## config.mk

```make
export PLATFORM = sky130hd
export DESIGN_NAME = island_level_governor
export DESIGN_NICKNAME = d
export VERILOG_FILES = /design/src/rtl/vfi_level_pkg.sv /design/src/rtl/vfi_level_dp.sv /design/src/rtl/vfi_level_ctrl.sv /design/src/rtl/island_level_governor.sv
export SDC_FILE = /design/constraint.sdc
export NUM_CORES = 1
export LEC_CHECK = 0
export ABC_CLOCK_PERIOD_IN_PS = 2400
export BUFFER_PORTS_ARGS = -buffer_cell sky130_fd_sc_hd__buf_2
export CAP_MARGIN = 15
export CORE_UTILIZATION = 58
export DETAILED_ROUTE_END_ITERATION = 7
export PLACE_DENSITY = 0.85
export SYNTH_ARGS = -nofsm -noshare
export SYNTH_HDL_FRONTEND = slang
export SYNTH_SLANG_ARGS = --single-unit
```

## constraint.sdc

```tcl
create_clock -name clk -period 2.4 [get_ports clk]
set_input_delay 0 -clock clk [delete_from_list [all_inputs] [get_ports clk]]
set_output_delay 0 -clock clk [all_outputs]
set_load 0.02 [all_outputs]
```

## src/rtl/vfi_level_pkg.sv

```systemverilog
package vfi_level_pkg;

  typedef enum logic [1:0] {
    ACT_HOLD = 2'd0,
    ACT_JUMP = 2'd1,
    ACT_UP   = 2'd2,
    ACT_DOWN = 2'd3
  } lvlAct_e;

  typedef struct packed {
    logic    fire;
    lvlAct_e act;
  } lvlStrobe_t;

endpackage

```

## src/rtl/vfi_level_dp.sv

```systemverilog
module vfi_level_dp
  import vfi_level_pkg::*;
#(
  parameter int NUM_ROUTERS = 8,
  parameter int MAX_LEVEL   = 6,
  parameter int IDX_W       = 3,
  parameter int LVL_W       = 3
) (
  input  logic                   clk,
  input  logic                   rstN,
  input  logic                   notifValid,
  input  logic [IDX_W-1:0]       notifRouter,
  input  logic                   notifRaise,
  input  logic                   notifLower,
  input  logic                   ceilingEn,
  input  logic [LVL_W-1:0]       ceilingLevel,
  input  lvlStrobe_t             strobe,
  output logic [LVL_W-1:0]       level,
  output logic [LVL_W-1:0]       effCeil,
  output logic                   anyRaise,
  output logic                   anyLower,
  output logic [NUM_ROUTERS-1:0] raiseVec,
  output logic [NUM_ROUTERS-1:0] lowerVec
);

  localparam logic [LVL_W-1:0] MAX_L = LVL_W'(MAX_LEVEL);

  // One request slot per router of the island
  for (genvar r = 0; r < NUM_ROUTERS; r++) begin : g_slot
    logic slotHit;
    assign slotHit = notifValid && (notifRouter == IDX_W'(r));

    always_ff @(posedge clk or negedge rstN) begin
      if (!rstN) begin
        raiseVec[r] <= 1'b0;
        lowerVec[r] <= 1'b0;
      end else if (slotHit) begin
        raiseVec[r] <= notifRaise;
        lowerVec[r] <= notifLower;
      end
    end
  end

  assign anyRaise = |raiseVec;
  assign anyLower = |lowerVec;

  always_comb begin
    if (ceilingEn) begin
      effCeil = (ceilingLevel > MAX_L) ? MAX_L : ceilingLevel;
    end else begin
      effCeil = MAX_L;
    end
  end

  logic [LVL_W-1:0] levelNext;

  always_comb begin
    levelNext = level;
    unique case (strobe.act)
      ACT_JUMP: levelNext = effCeil;
      ACT_UP:   levelNext = level + LVL_W'(1);
      ACT_DOWN: levelNext = level - LVL_W'(1);
      default:  levelNext = level;
    endcase
  end

  always_ff @(posedge clk or negedge rstN) begin
    if (!rstN) begin
      level <= '0;
    end else if (strobe.fire) begin
      level <= levelNext;
    end
  end

endmodule

```

## src/rtl/vfi_level_ctrl.sv

```systemverilog
module vfi_level_ctrl
  import vfi_level_pkg::*;
#(
  parameter int LVL_W  = 3,
  parameter int POLL_W = 16,
  parameter int HOLD_W = 12
) (
  input  logic              clk,
  input  logic              rstN,
  input  logic [POLL_W-1:0] pollPeriod,
  input  logic [HOLD_W-1:0] holdCycles,
  input  logic [LVL_W-1:0]  level,
  input  logic [LVL_W-1:0]  effCeil,
  input  logic              anyRaise,
  input  logic              anyLower,
  output lvlStrobe_t        strobe,
  output logic              busy
);

  logic [POLL_W-1:0] pollCnt;
  logic [HOLD_W-1:0] holdCnt;
  logic              pending;
  logic              pollTick;
  logic              evaluate;
  lvlAct_e           act;

  // Poll timer: a tick on every pollPeriod-th edge (0 behaves like 1)
  assign pollTick = (pollPeriod <= POLL_W'(1)) ||
                    (pollCnt >= (pollPeriod - POLL_W'(1)));

  always_ff @(posedge clk or negedge rstN) begin
    if (!rstN) begin
      pollCnt <= '0;
    end else if (pollTick) begin
      pollCnt <= '0;
    end else begin
      pollCnt <= pollCnt + POLL_W'(1);
    end
  end

  assign busy     = (holdCnt != '0);
  assign evaluate = (pollTick || pending) && !busy;

  // A tick that falls inside the settle window is held until it ends
  always_ff @(posedge clk or negedge rstN) begin
    if (!rstN) begin
      pending <= 1'b0;
    end else if (evaluate) begin
      pending <= 1'b0;
    end else if (pollTick && busy) begin
      pending <= 1'b1;
    end
  end

  // Level decision: raise outranks lower
  always_comb begin
    act = ACT_HOLD;
    if (anyRaise) begin
      if ((level == '0) && (effCeil != '0)) begin
        act = ACT_JUMP;
      end else if (level < effCeil) begin
        act = ACT_UP;
      end
    end else if (anyLower && (level != '0)) begin
      act = ACT_DOWN;
    end
  end

  always_comb begin
    strobe.act  = act;
    strobe.fire = evaluate && (act != ACT_HOLD);
  end

  // Settle window after each change
  always_ff @(posedge clk or negedge rstN) begin
    if (!rstN) begin
      holdCnt <= '0;
    end else if (strobe.fire) begin
      holdCnt <= holdCycles;
    end else if (holdCnt != '0) begin
      holdCnt <= holdCnt - HOLD_W'(1);
    end
  end

endmodule

```

## src/rtl/island_level_governor.sv

```systemverilog
module island_level_governor
  import vfi_level_pkg::*;
#(
  parameter int NUM_ROUTERS = 8,
  parameter int MAX_LEVEL   = 6,
  parameter int POLL_W      = 16,
  parameter int HOLD_W      = 12
) (
  input  logic                             clk,
  input  logic                             rstN,
  input  logic                             notifValid,
  input  logic [$clog2(NUM_ROUTERS)-1:0]   notifRouter,
  input  logic                             notifRaise,
  input  logic                             notifLower,
  input  logic                             ceilingEn,
  input  logic [$clog2(MAX_LEVEL+1)-1:0]   ceilingLevel,
  input  logic [POLL_W-1:0]                pollPeriod,
  input  logic [HOLD_W-1:0]                holdCycles,
  output logic [$clog2(MAX_LEVEL+1)-1:0]   level,
  output logic                             busy
);

  localparam int IDX_W = $clog2(NUM_ROUTERS);
  localparam int LVL_W = $clog2(MAX_LEVEL + 1);

  lvlStrobe_t             strobe;
  logic [LVL_W-1:0]       effCeil;
  logic                   anyRaise;
  logic                   anyLower;
  logic [NUM_ROUTERS-1:0] raiseVec;
  logic [NUM_ROUTERS-1:0] lowerVec;

  vfi_level_dp #(
    .NUM_ROUTERS(NUM_ROUTERS),
    .MAX_LEVEL  (MAX_LEVEL),
    .IDX_W      (IDX_W),
    .LVL_W      (LVL_W)
  ) u_dp (
    .clk         (clk),
    .rstN        (rstN),
    .notifValid  (notifValid),
    .notifRouter (notifRouter),
    .notifRaise  (notifRaise),
    .notifLower  (notifLower),
    .ceilingEn   (ceilingEn),
    .ceilingLevel(ceilingLevel),
    .strobe      (strobe),
    .level       (level),
    .effCeil     (effCeil),
    .anyRaise    (anyRaise),
    .anyLower    (anyLower),
    .raiseVec    (raiseVec),
    .lowerVec    (lowerVec)
  );

  vfi_level_ctrl #(
    .LVL_W (LVL_W),
    .POLL_W(POLL_W),
    .HOLD_W(HOLD_W)
  ) u_ctrl (
    .clk       (clk),
    .rstN      (rstN),
    .pollPeriod(pollPeriod),
    .holdCycles(holdCycles),
    .level     (level),
    .effCeil   (effCeil),
    .anyRaise  (anyRaise),
    .anyLower  (anyLower),
    .strobe    (strobe),
    .busy      (busy)
  );

endmodule

```

-- After elaboration in Yosys (flattened, before gate mapping)
Cells that the tools add are included.
- register bits after elaboration: 48
- bits in latches: 0
- memory bits (writable): 0
- memory bits (read-only): 0
- bits of input ports: 40
- logic and storage cells: 79
- memories kept: 0
- add/sub/neg operators: 5
- multiply operators: 0
- div/mod/pow operators: 0
- $lt $le $gt $ge: 4
- equality and inequality tests: 10
- shift operators: 0
- mux-type cells: 12
- bitwise gates (word level): 0
- reductions and logical operators: 28
- operators with widths (cell ; count):
    2-to-1 mux 12 bit ; 2
    adder 16 x 1 -> 16 bit, second input constant ; 1
    greater-or-equal comparator 16 bit ; 1
    less-or-equal comparator 16 x 1 -> 1 bit, second input constant ; 1
    2-to-1 mux 16 bit ; 1
    OR reduction 8 bit ; 2
    subtractor 16 x 1 -> 16 bit, second input constant ; 1
    logical AND 1 bit ; 13
    == test 3 bit, second input constant ; 4
    nonzero test 12 bit ; 1
    subtractor 12 x 1 -> 12 bit, second input constant ; 1
    one-hot mux 3 bit (3 select lines) ; 1
    nonzero test 3 bit ; 3
    2-to-1 mux 2 bit ; 4
    == test 3 x 2 -> 1 bit, second input constant ; 2
    zero test 3 bit ; 2
    2-to-1 mux 3 bit ; 2
    nonzero test 2 bit ; 3
    == test 2 bit, second input constant ; 2
    adder 3 x 1 -> 3 bit, second input constant ; 1
    == test 3 x 1 -> 1 bit, second input constant ; 1
    > comparator 3 bit, second input constant ; 1
    less-than comparator 3 bit ; 1
    subtractor 3 x 1 -> 3 bit, second input constant ; 1
    5 further kinds ; 7

-- Depth between registers and ports, before layout
- word-level depth: 10
- depth in mapped cells: 14

-- By module
From an unflattened synthesis, not the netlist that was laid out.
- cells, all modules: 329
- area total of the unflattened synthesis: 3208.1 sq um
- modules (own cells, without submodules) (module ; times used ; cells each ; area each (sq um) ; seq. area each (sq um)):
    vfi_level_ctrl ; 1 ; 249 ; 2233.4 ; 725.7
    vfi_level_dp ; 1 ; 80 ; 974.7 ; 475.5

-- Worst setup path after synthesis
No wires, ideal clock.
- path kind: input-to-reg
- start point: input port pollPeriod[8]
- end point: register u_ctrl.holdCnt[0]
- setup time: 0.125 ns
- arrival time: 2.442 ns
- path slack: -0.167 ns
- stages on the path: 12
- path buffers: 1
- path through: nor4_1 > nand3_1 > nor3_1 > xnor2_1 > ha_1 > and3_1 > a221o_1 > nand2_1 > and3_1 > a21bo_1 > buf_6 > mux2_4
- cells in the longest elaborated chain, start to end: 7
- ends and longest elaborated chain (what ; line ; source):
    from (decl) ; island_level_governor.sv:17 ; input logic [POLL_W-1:0] pollPeriod,
    subtractor 16 x 1 -> 16 bit ; vfi_level_ctrl.sv:29 ; (pollCnt >= (pollPeriod - POLL_W'(1)));
    greater-or-equal comparator 16 bit ; vfi_level_ctrl.sv:29 ;
    logical OR 1 bit (*) ; vfi_level_ctrl.sv:28 ; assign pollTick = (pollPeriod <= POLL_W'(1)) ||
    logical OR 1 bit (*) ; vfi_level_ctrl.sv:42 ; assign evaluate = (pollTick || pending) && !busy;
    logical AND 1 bit (*) ; vfi_level_ctrl.sv:42 ;
    logical AND 1 bit (*) ; vfi_level_ctrl.sv:71 ; strobe.fire = evaluate && (act != ACT_HOLD);
    2-to-1 mux 12 bit / nonzero test 2 bit (equally long branches) ; -- ;
    to (signal assigned) ; vfi_level_ctrl.sv:79 ; holdCnt <= holdCycles;
    to (signal assigned) ; vfi_level_ctrl.sv:81 ; holdCnt <= holdCnt - HOLD_W'(1);
    to (decl) ; vfi_level_ctrl.sv:21 ; logic [HOLD_W-1:0] holdCnt;
Every way passes the cells marked *; elsewhere a longest branch is shown, timed or not.
A chain may end at the register's enable or synchronous reset.

-- Worst setup path after layout
- start point: input port pollPeriod[8]
- end point: register u_dp.level[1]
- cells in the longest elaborated chain, start to end: 7
- ends and longest elaborated chain (what ; line ; source):
    subtractor 16 x 1 -> 16 bit ; vfi_level_ctrl.sv:29 ;
    greater-or-equal comparator 16 bit ; vfi_level_ctrl.sv:29 ;
    logical OR 1 bit (*) ; vfi_level_ctrl.sv:28 ;
    logical OR 1 bit (*) ; vfi_level_ctrl.sv:42 ;
    logical AND 1 bit (*) ; vfi_level_ctrl.sv:42 ;
    logical AND 1 bit (*) ; vfi_level_ctrl.sv:71 ;
    AND reduction 2 bit (no source line) (*) ; -- ;
    to (signal assigned) ; vfi_level_dp.sv:71 ; level <= levelNext;
    to (decl) ; vfi_level_dp.sv:18 ; output logic [LVL_W-1:0] level,
Marked as above.

==> summary.txt <==
Timing
  • Max Freq: 0.4259 GHz
  • RSZ-0062 raised after global routing: true
  • Setup violations, final: 0
  • Clk_skew: 10.29 ps
  • Final worst path period need: 2348 ps
  • Total negative slack: 0 ps
  • Slew Viols, Final: 0
  • Worst slew pin tran: 1030 ps
  • Rel. slew slack: 31.34%
  • Fin crit share: 97.84%
  • Final Hold Fails: 0
  • Final worst-path setup slack: 51.86 ps

Drt
  • Residual DRC: 0
  • Via density per instance: 5.607
  • Avg WL per Cell: 15.15 um
  • Number of detailed-route iterations in the first pass: 4
  • Final WL: 7.137 mm
  • Via count: 2641
  • Initial DRC count: 168
  • Detail Route Antenna Nets: 0

CTS
  • H-tree depth: 2
  • Clock Latency Late Sink: 300 ps
  • CTS root buf: clkbuf_8
  • CTS tree: done
  • CTS buffer count: 5
  • Clock Tree Buf Depth: 2
  • Reg clk slew, reported paths: 90 ps
  • Clock sink total: 48

Placement
  • DP HPWL: 5.020 mm
  • Post-DP Area: 3628 um^2
  • Placed Cells: 449
  • Pre-CTS WS: -275.3 ps
  • Input/output buffers: 43
  • Routability cong.: 0.8184

Pwr
  • LEAKAGE: 1.795 nW
  • Maximum VDD drop: 419.6 uV
  • Power, Total: 2.177 mW
  • Cell area power density: 550.4 nW/um^2

Floorplanning
  • Std-Cell Rows: 26
  • Core area: 5140 um^2
  • Die width: 75.34 um
  • Die H: 75.34 um
  • Die area: 5675 um^2
  • Initial Util: 60.69%
  • I/O pin cnt: 44

Critical path
  • Maximum fanout along the worst path: 6
  • Reg2Reg Setup Slack: 130 ps
  • R2R depth: 7
  • CP Data Arrival Time: 2570 ps
  • Worst r2r src: u_ctrl.holdCnt[8]
  • Startpoint types: input pin
  • CP startpoint: pollPeriod[8]
  • WP data required: 2620 ps
  • FF-to-FF End: u_ctrl.holdCnt[10]
  • Critical path destination: u_dp.level[1]
  • Critical path type: in2reg
  • Crit. End Element: register

Global routing
  • Grt total ovfl: 0
  • Number of global-route vias before repair: 2585
  • Largest net degree at the start of global routing: 49
  • Initial antenna violation count: 0
  • Overall Global Routing Usage: 27.03%
  • First-pass GRT wire length: 11.45 mm

Final layout
  • Layout cell share with drive strength beyond 1: 31.42%
  • Final antenna diode count: 0
  • Area Growth Syn to Fin: 26.83%
  • Final nets: 464
  • Finished Cell Area: 3956 um^2
  • Layout filler cell count: 359
  • Finished Layout Cells: 471

Logic synthesis
  • Post-synth EDFFs: 0
  • Synth warn: 0
  • Post-synth cell types: 49
  • Cells after Synth: 313
  • Synth Flop Type: dfrtp_1
  • Top cell type's share of synthesized area: 38.51%
  • Mapped Area: 3119 um^2
  • Post-synthesis register bit count: 48
  • Post-synthesis sequential area ratio: 38.51%
  • Post-Syn Area per Cell: 9.966 um^2
  • Ys async rst share: 100.0%
  • Most frequent cell after synthesis: dfrtp_1
  • Most frequent cells after synthesis: dfrtp_1, nor2_1, xnor2_1, ha_1, inv_1
  • Leading area contributor after synthesis: dfrtp_1
  • Post-synth net total: 376
  • Largest cells by area after synthesis: dfrtp_1, ha_1, xnor2_1

Worst hold path
  • Hold WC Path Type: in2reg
  • Hold path start: holdCycles[10]

Flow run
  • Max Cap Viol: 0

Status
  • Status: finished clean
worst min-delay path by stage:
stage | slack (ps) | end | cells past startpoint
after floorplan | -300 | u_ctrl.holdCnt[0] | 0
after detailed placement | 240 | u_ctrl.holdCnt[11] | 1
after global routing | 20 | u_ctrl.holdCnt[10] | 3
after global placement | 230 | u_ctrl.holdCnt[6] | 1
final | 20 | u_ctrl.holdCnt[10] | 3
after CTS | 4 | u_ctrl.holdCnt[10] | 3
sequential cells by signal (all words and copies together) (netlist names):
signal / count
u_ctrl.pollCnt: 16
u_ctrl.holdCnt: 12
u_dp.lowerVec: 8
u_dp.raiseVec: 8
u_dp.level: 3
u_ctrl.pending: 1
where the power goes:
part,internal (mW),switching [mW]
sequential,0.921,0.0977
combinational,0.253,0.230
clock,0.410,0.266
total,1.58,0.594
cell families (layout without fill, tap and decap cells):
family                     Yosys count  count (layout)  share of synthesized area, %
buffers and inverters               27             115                         3.931
muxes                               21              21                         7.742
and+or+nand+nor                    123             123                         20.90
AOI/OAI and AO/OA                   35              35                         9.346
adders and majority gates           23              23                         9.466
xor gates and xnor gates            36              36                         10.11
DFF                                 48              48                         38.51
worst max-delay path, cell delays in order:
cell     delay [ps]
buf_2           120
nor4_4          330
nand3_1         210
nor2_1          160
xnor2_1         140
ha_1            260
and3_1          200
a221o_1         350
nand2_1          60
and3_1          190
a21bo_4         190
buf_6           150
mux2i_2         230
stage by stage:
step | util, % | hold WS [ps]
floorplan | - | -295.6
global placement | 70.59 | 230.9
detailed placement | 70.59 | 240.8
CTS | 75.44 | 3.809
global route | 76.97 | 24.59
finish | 76.97 | 17.64
layout make-up:
cell class                 instances  area [um^2]  area share [%]
clock buffer                       5        68.82           1.739
clock inverter                     2        60.06           1.518
inverter                          23        86.33           2.182
multi-input combinational        238         1876           47.41
sequential                        48         1201           30.36
tap                               70        87.58           2.214
timing repair buffer              85        576.8           14.58
metal layers:
metal  GRT usage [%]  vias up  share of wire (%)
met5               0        -                  0
met4           10.29        0                1.9
met3           2.910       13                2.7
met2           51.39       70                 52
met1           31.10     1274                 43
li1                -     1284                  -
placed cells by master (no fill, tap or decap), types with 16 or more instances in the layout:
cell	netlist	layout
inv_1	22	22
dfrtp_1	48	48
mux2_2	17	17
nor2_1	35	35
buf_4	0	29
xnor2_1	24	23
buf_2	2	41
nand2_1	16	16
ha_1	22	22
repair_timing:
item,4_1_cts,5_1_grt
setup endpoints to repair,1,14
hold buffers,12,0
pin swaps,0,8
setup buffers,0,3
hold endpoints to repair,59,0
gates resized for setup,1,10
Note: power is estimated with default switching activity, not from simulation.
